### config.mk
export PLATFORM = sky130hd
export DESIGN_NAME = ddr_b2_sram
export DESIGN_NICKNAME = d
export VERILOG_FILES = /design/src/rtl/ddr_b2_pkg.sv /design/src/rtl/ddr_b2_array.sv /design/src/rtl/ddr_b2_wgather.sv /design/src/rtl/ddr_b2_rpipe.sv /design/src/rtl/ddr_b2_sram.sv
export SDC_FILE = /design/constraint.sdc
export NUM_CORES = 2
export LEC_CHECK = 0
export BUFFER_PORTS_ARGS = -buffer_cell sky130_fd_sc_hd__clkbuf_2
export CAP_MARGIN = 20
export CELL_PAD_IN_SITES_DETAIL_PLACEMENT = 1
export CELL_PAD_IN_SITES_GLOBAL_PLACEMENT = 1
export CORE_UTILIZATION = 49
export DETAILED_ROUTE_END_ITERATION = 8
export GPL_TIMING_DRIVEN = 0
export PLACE_DENSITY = 0.82
export REMOVE_ABC_BUFFERS = 1
export SLEW_MARGIN = 10
export SYNTH_ARGS = -nofsm -noshare
export SYNTH_HDL_FRONTEND = slang
export SYNTH_MEMORY_MAX_BITS = 65536
export SYNTH_SLANG_ARGS = --single-unit
### constraint.sdc
create_clock -name clk -period 3.5 [get_ports clk]
set_input_delay 0.875 -clock clk [delete_from_list [all_inputs] [get_ports clk]]
set_output_delay 0.875 -clock clk [all_outputs]
set_load 0.01 [all_outputs]
### src/rtl/ddr_b2_pkg.sv
package ddr_b2_pkg;
    timeunit 1ns;
    timeprecision 100ps;

    localparam int DQ_W        = 36;
    localparam int LANE_W      = 9;
    localparam int ADDR_W      = 6;
    localparam int LANES       = DQ_W / LANE_W;
    localparam int WORD_W      = 2 * DQ_W;
    localparam int WLANES      = 2 * LANES;
    localparam int DEPTH       = 1 << ADDR_W;
    localparam int RD_LAT_HALF = 5;
    localparam int RD_STG      = RD_LAT_HALF - 1;

    typedef logic [DQ_W-1:0]   beat_t;
    typedef logic [WORD_W-1:0] word_t;
    typedef logic [ADDR_W-1:0] addr_t;
    typedef logic [LANES-1:0]  lmask_t;
    typedef logic [WLANES-1:0] wmask_t;

    typedef struct packed {
        logic  v;
        addr_t addr;
        word_t word;
    } rd_stage_t;

    typedef struct packed {
        logic   we;
        addr_t  addr;
        word_t  data;
        wmask_t mask;
    } commit_t;

    function automatic word_t merge_lanes(word_t base, word_t upd, wmask_t m);
        word_t r = base;
        for (int i = 0; i < WLANES; i++) begin
            if (m[i]) r[i*LANE_W +: LANE_W] = upd[i*LANE_W +: LANE_W];
        end
        return r;
    endfunction
endpackage

### src/rtl/ddr_b2_array.sv
module ddr_b2_array
    import ddr_b2_pkg::*;
(
    input  logic    clk,
    input  addr_t   rd_addr,
    output word_t   rd_data,
    input  commit_t cm
);
    timeunit 1ns;
    timeprecision 100ps;

    word_t mem [DEPTH];

    always_ff @(posedge clk) begin
        if (cm.we) mem[cm.addr] <= merge_lanes(mem[cm.addr], cm.data, cm.mask);
    end

    assign rd_data = mem[rd_addr];
endmodule

### src/rtl/ddr_b2_wgather.sv
module ddr_b2_wgather
    import ddr_b2_pkg::*;
(
    input  logic    clk,
    input  logic    rst,
    input  logic    phase,
    input  logic    ld,
    input  logic    rd,
    input  addr_t   addr,
    input  beat_t   dq_in,
    input  lmask_t  lane_we,
    output commit_t cm
);
    timeunit 1ns;
    timeprecision 100ps;

    logic   wq_v, g_v;
    addr_t  wq_addr, g_addr;
    beat_t  g_lo;
    lmask_t g_m0;

    always_ff @(posedge clk) begin
        if (rst) begin
            wq_v    <= 1'b0;
            wq_addr <= '0;
            g_v     <= 1'b0;
            g_addr  <= '0;
            g_lo    <= '0;
            g_m0    <= '0;
        end else if (!phase) begin
            g_v <= wq_v;
            if (wq_v) begin
                g_addr <= wq_addr;
                g_lo   <= dq_in;
                g_m0   <= lane_we;
            end
            wq_v <= ld & ~rd;
            if (ld & ~rd) wq_addr <= addr;
        end else begin
            g_v <= 1'b0;
        end
    end

    always_comb begin
        cm.we   = g_v & phase;
        cm.addr = g_addr;
        cm.data = {dq_in, g_lo};
        cm.mask = {lane_we, g_m0};
    end
endmodule

### src/rtl/ddr_b2_rpipe.sv
module ddr_b2_rpipe
    import ddr_b2_pkg::*;
(
    input  logic    clk,
    input  logic    rst,
    input  logic    phase,
    input  logic    ld,
    input  logic    rd,
    input  addr_t   addr,
    input  word_t   arr_data,
    input  commit_t cm,
    output logic    q_valid,
    output beat_t   dq_out
);
    timeunit 1ns;
    timeprecision 100ps;

    rd_stage_t stg [RD_STG];
    logic      out_v, out_b;
    word_t     out_w;

    function automatic rd_stage_t fold(rd_stage_t s, commit_t c);
        rd_stage_t r = s;
        if (c.we && s.v && s.addr == c.addr) r.word = merge_lanes(s.word, c.data, c.mask);
        return r;
    endfunction

    always_ff @(posedge clk) begin
        if (rst) begin
            for (int i = 0; i < RD_STG; i++) stg[i] <= '0;
        end else begin
            stg[0].v    <= ld & rd & ~phase;
            stg[0].addr <= addr;
            stg[0].word <= arr_data;
            for (int i = 1; i < RD_STG; i++) stg[i] <= fold(stg[i-1], cm);
        end
    end

    always_ff @(posedge clk) begin
        if (rst) begin
            out_v <= 1'b0;
            out_b <= 1'b0;
            out_w <= '0;
        end else if (stg[RD_STG-1].v) begin
            out_v <= 1'b1;
            out_b <= 1'b0;
            out_w <= fold(stg[RD_STG-1], cm).word;
        end else if (out_v && !out_b) begin
            out_b <= 1'b1;
        end else begin
            out_v <= 1'b0;
            out_b <= 1'b0;
        end
    end

    assign q_valid = out_v;
    assign dq_out  = !out_v ? '0 : (out_b ? out_w[WORD_W-1:DQ_W] : out_w[DQ_W-1:0]);
endmodule

### src/rtl/ddr_b2_sram.sv
module ddr_b2_sram
    import ddr_b2_pkg::*;
(
    input  logic                  clk,
    input  logic                  rst,
    input  logic                  cmd_ld,
    input  logic                  cmd_rd,
    input  logic [ADDR_W-1:0]     cmd_addr,
    input  logic [DQ_W-1:0]       dq_in,
    input  logic [LANES-1:0]      lane_we,
    output logic                  phase,
    output logic                  q_valid,
    output logic [DQ_W-1:0]       dq_out
);
    timeunit 1ns;
    timeprecision 100ps;

    logic    ph;
    commit_t cm;
    word_t   arr_q;

    always_ff @(posedge clk) begin
        if (rst) ph <= 1'b0;
        else     ph <= ~ph;
    end
    assign phase = ph;

    ddr_b2_wgather u_wg (
        .clk(clk), .rst(rst), .phase(ph), .ld(cmd_ld), .rd(cmd_rd),
        .addr(cmd_addr), .dq_in(dq_in), .lane_we(lane_we), .cm(cm)
    );

    ddr_b2_array u_arr (
        .clk(clk), .rd_addr(cmd_addr), .rd_data(arr_q), .cm(cm)
    );

    ddr_b2_rpipe u_rp (
        .clk(clk), .rst(rst), .phase(ph), .ld(cmd_ld), .rd(cmd_rd),
        .addr(cmd_addr), .arr_data(arr_q), .cm(cm),
        .q_valid(q_valid), .dq_out(dq_out)
    );
endmodule

==> flow_summary.ini <==
[finish]
drive_gt1_frac = 0.253
multiInputGateArea_sq_um = 43800
fin_util = 0.565
nFillCells = 33100
seq_area_sq_um = 147000
area_delta_synth_final_pct = 14.5
nNetsFinal = 9904

[grt]
grt_antenna_before_repair = 76
globalRouteMet1Util = 0.398
overflow = 0
grt_use_met3 = 0.112
grt_pass1_wl_um = 942000
grtUsageMet2 = 0.526
grt_pass1_vias = 112000
grt_usage = 0.344
busiest_layer = met2
grt_max_degree = 130

[die]
coreArea_sq_um = 390000
die_h_um = 628
num_rows = 229
die_area_sq_um = 395000
pin_count = 88
start_util = 0.493
dieWidth_um = 628

[routing]
viasPerCell = 7.21
drt-wirelength-per-cell_um = 44.8
drtPass1Iterations = 6
vias = 112000
drc = 0
ant_nets = 0
finalWirelength_um = 695000
drtIter0Drc = 18500

[setup_path]
rrSetupSlack_ns = -0.28
worstPathArrival_ns = 4.68
reg2reg_to = u_arr.mem[53][40]
worstRegToRegCells = 3
startpoint = cmd_addr[2]
cpMaxStageDelayCell = mux2i_1
end_kind = flip-flop
critPathKind = primary input to flip-flop
cp.depth = 7
cp-start-kind = primary input
worstSetupEndpoint = u_rp.stg[0][68]
slowest_delay_ns = 0.73
cp_num_buf_inv = 3
worstPathMaxFanout = 78
worstPathCellList = clkbuf_16 > buf_16 > buf_16 > mux4_2 > mux2i_1 > o22ai_1 > or4_1
critical-path-top-delay-family = multiplexers
worstPathRequired_ns = 4.39
cpMostUsedCell = buf_16
r2r-start = phase

[placed_design]
io_buffers = 87
place_hpwl_um = 362000
place_congestion = 0.818

[logic_synthesis]
yosysTopAreaCell = edfxtp_1
synth_edf_count = 4608
avgSynthCellArea_sq_um = 20.0
synth_seq_cells = 5053
netlist_area_sq_um = 192000
synth_top_area_share = 0.720
synth_flop_cell = edfxtp_1
ys_seq_area_frac = 0.766
async_flop_share = 0
synthTopCellsByArea = edfxtp_1 72%, mux4_2 12%, dfxtp_1 4.6%, mux2i_1 4.1%, nor2_1 1.6%
yosysUniqueCellTypes = 38
yosysWarnings = 0
synth_cells = 9599

[power]
p_per_area_nw_per_um2 = 574
leakagePower_uw = 0.0720
peakVddDrop_mv = 0.526

[clock_network]
clockBufferDepth = 4
clock-sinks = 5053
htreeDepth = 5
hold_buffers = 0
clk_pin_slew_worst_paths_ns = 0.08
cts_inserted_buffers = 477
clockRootBuffer = clkbuf_16
clk_latency_ns = 1.06
cts_tree = built

[timing]
maxSlewViolCount = 0
skew_ns = 0.0929
rsz0062_at_grt = true
finalCriticalPeriod_ns = 3.79
worst_slack_ns = -0.288
finalHoldViolCount = 0
relSlewSlack = 0.105
holdWs_ns = 0.0960
period_share = 1.08
setup_viol = 1373
max_freq_mhz = 264
tns_ns = -107.48
worst_pin_slew_ns = 1.34

[status]
failed_checks = setup timing
outcome = complete, but fails checks

[min_path]
hp-class = primary input to flip-flop

[job]
cap_violations = 0
==> worst min-delay path by stage <==
stage / slack (ns) / end / depth (start not counted) / startpoint
floorplan: 0.43 / u_wg.g_addr[0] / 2 / u_wg.wq_addr[0]
global placement: 0.45 / u_rp.stg[3][45] / 2 / u_rp.stg[2][45]
detailed placement: 0.45 / u_wg.g_addr[1] / 2 / u_wg.wq_addr[1]
CTS: 0.06 / u_rp.stg[0][78] / 2 / cmd_ld
global route: 0.13 / u_rp.stg[0][78] / 2 / cmd_rd
finish: 0.1 / u_rp.stg[0][78] / 2 / cmd_ld
==> metal layers <==
| layer | routed length, um | part of all wire |
|---|---|---|
| met1 | 213000 | 0.31 |
| met2 | 316000 | 0.45 |
| met3 | 95600 | 0.14 |
| met4 | 70700 | 0.10 |
| met5 | 390 | 0.00056 |
==> kinds of logic after synthesis <==
logic type / synth area share
buf+inv: 0.0143
mux: 0.161
compound gates: 0.0295
flops: 0.766
simple gates: 0.0282
xor+xnor: 0.00109
==> area by class of cell <==
cell class                 instances  area share
inverter                           3   0.0000853
multi-input combinational       3955       0.199
clock buffer                     610      0.0586
clock inverter                   280      0.0125
sequential                      5053       0.669
timing repair buffer             364      0.0299
tap                             5197      0.0295
antenna                           65    0.000739
==> timing repair <==
action                                   CTS  global route
pin swaps                                  2             1
cloned                                    26            10
endpoints found under the setup margin  4640          3192
resized for setup                        303           109
buffers inserted                          19             2
==> state kept, by name, indices dropped and copies added, names as in the netlist <==
signal        count
phase             1
u_rp.q_valid      1
u_rp.out_w       72
u_rp.out_b        1
u_wg.wq_addr      6
u_wg.g_addr       6
u_arr.mem      4608
u_wg.g_v          1
u_wg.wq_v         1
u_wg.g_m0         4
u_rp.stg        316
u_wg.g_lo        36
==> report_power, final <==
group / switching (uW) / internal [uW] / total (uW)
clock network: 25100 / 29500 / 54600
registers: 284 / 65700 / 66000
logic: 3690 / 2060 / 5750
==> metrics by stage <==
| step | area, sq um | std cells | setup slack, ns | power (uW) |
|---|---|---|---|---|
| 2_1_floorplan | 190000 | 9009 | -2.99 | 69300 |
| 3_3_place_gp | 196000 | 14300 | -48.00 | 76500 |
| 3_5_place_dp | 202000 | 14500 | -2.30 | 72300 |
| 4_1_cts | 219000 | 15400 | -0.297 | 125000 |
| 5_1_grt | 220000 | 15500 | -0.179 | 128000 |
| 6_report | 220000 | 15500 | -0.288 | 126000 |
==> synth_stat cells (all sizes together) (37+ instances only) <==
master	n
nand2	183
a22oi	255
mux2i	780
nor3	60
dfxtp	445
a211oi	92
or4	71
clkbuf	339
buf	251
nor2b	64
mux4	1026
nand3	37
nor2	823
a21oi	274
o22ai	125
edfxtp	4608
o221ai	101
==> placed cells by master (no fill, tap or decap), types with 65 or more instances in the layout <==
master     instances
clkbuf_16        500
diode_2           65
a21oi_1          273
edfxtp_1        4608
or4_1             71
clkinv_1          85
nand2_1          106
clkbuf_1          98
a22oi_1          255
buf_16           100
dfxtp_1          400
buf_12            97
o22ai_1          125
mux2i_1          770
o221ai_1         100
nor2_1           514
clkinv_2          95
nor2_2           274
mux4_2          1026
a211oi_1          92
No activity file was read; power rests on OpenSTA's default activity.
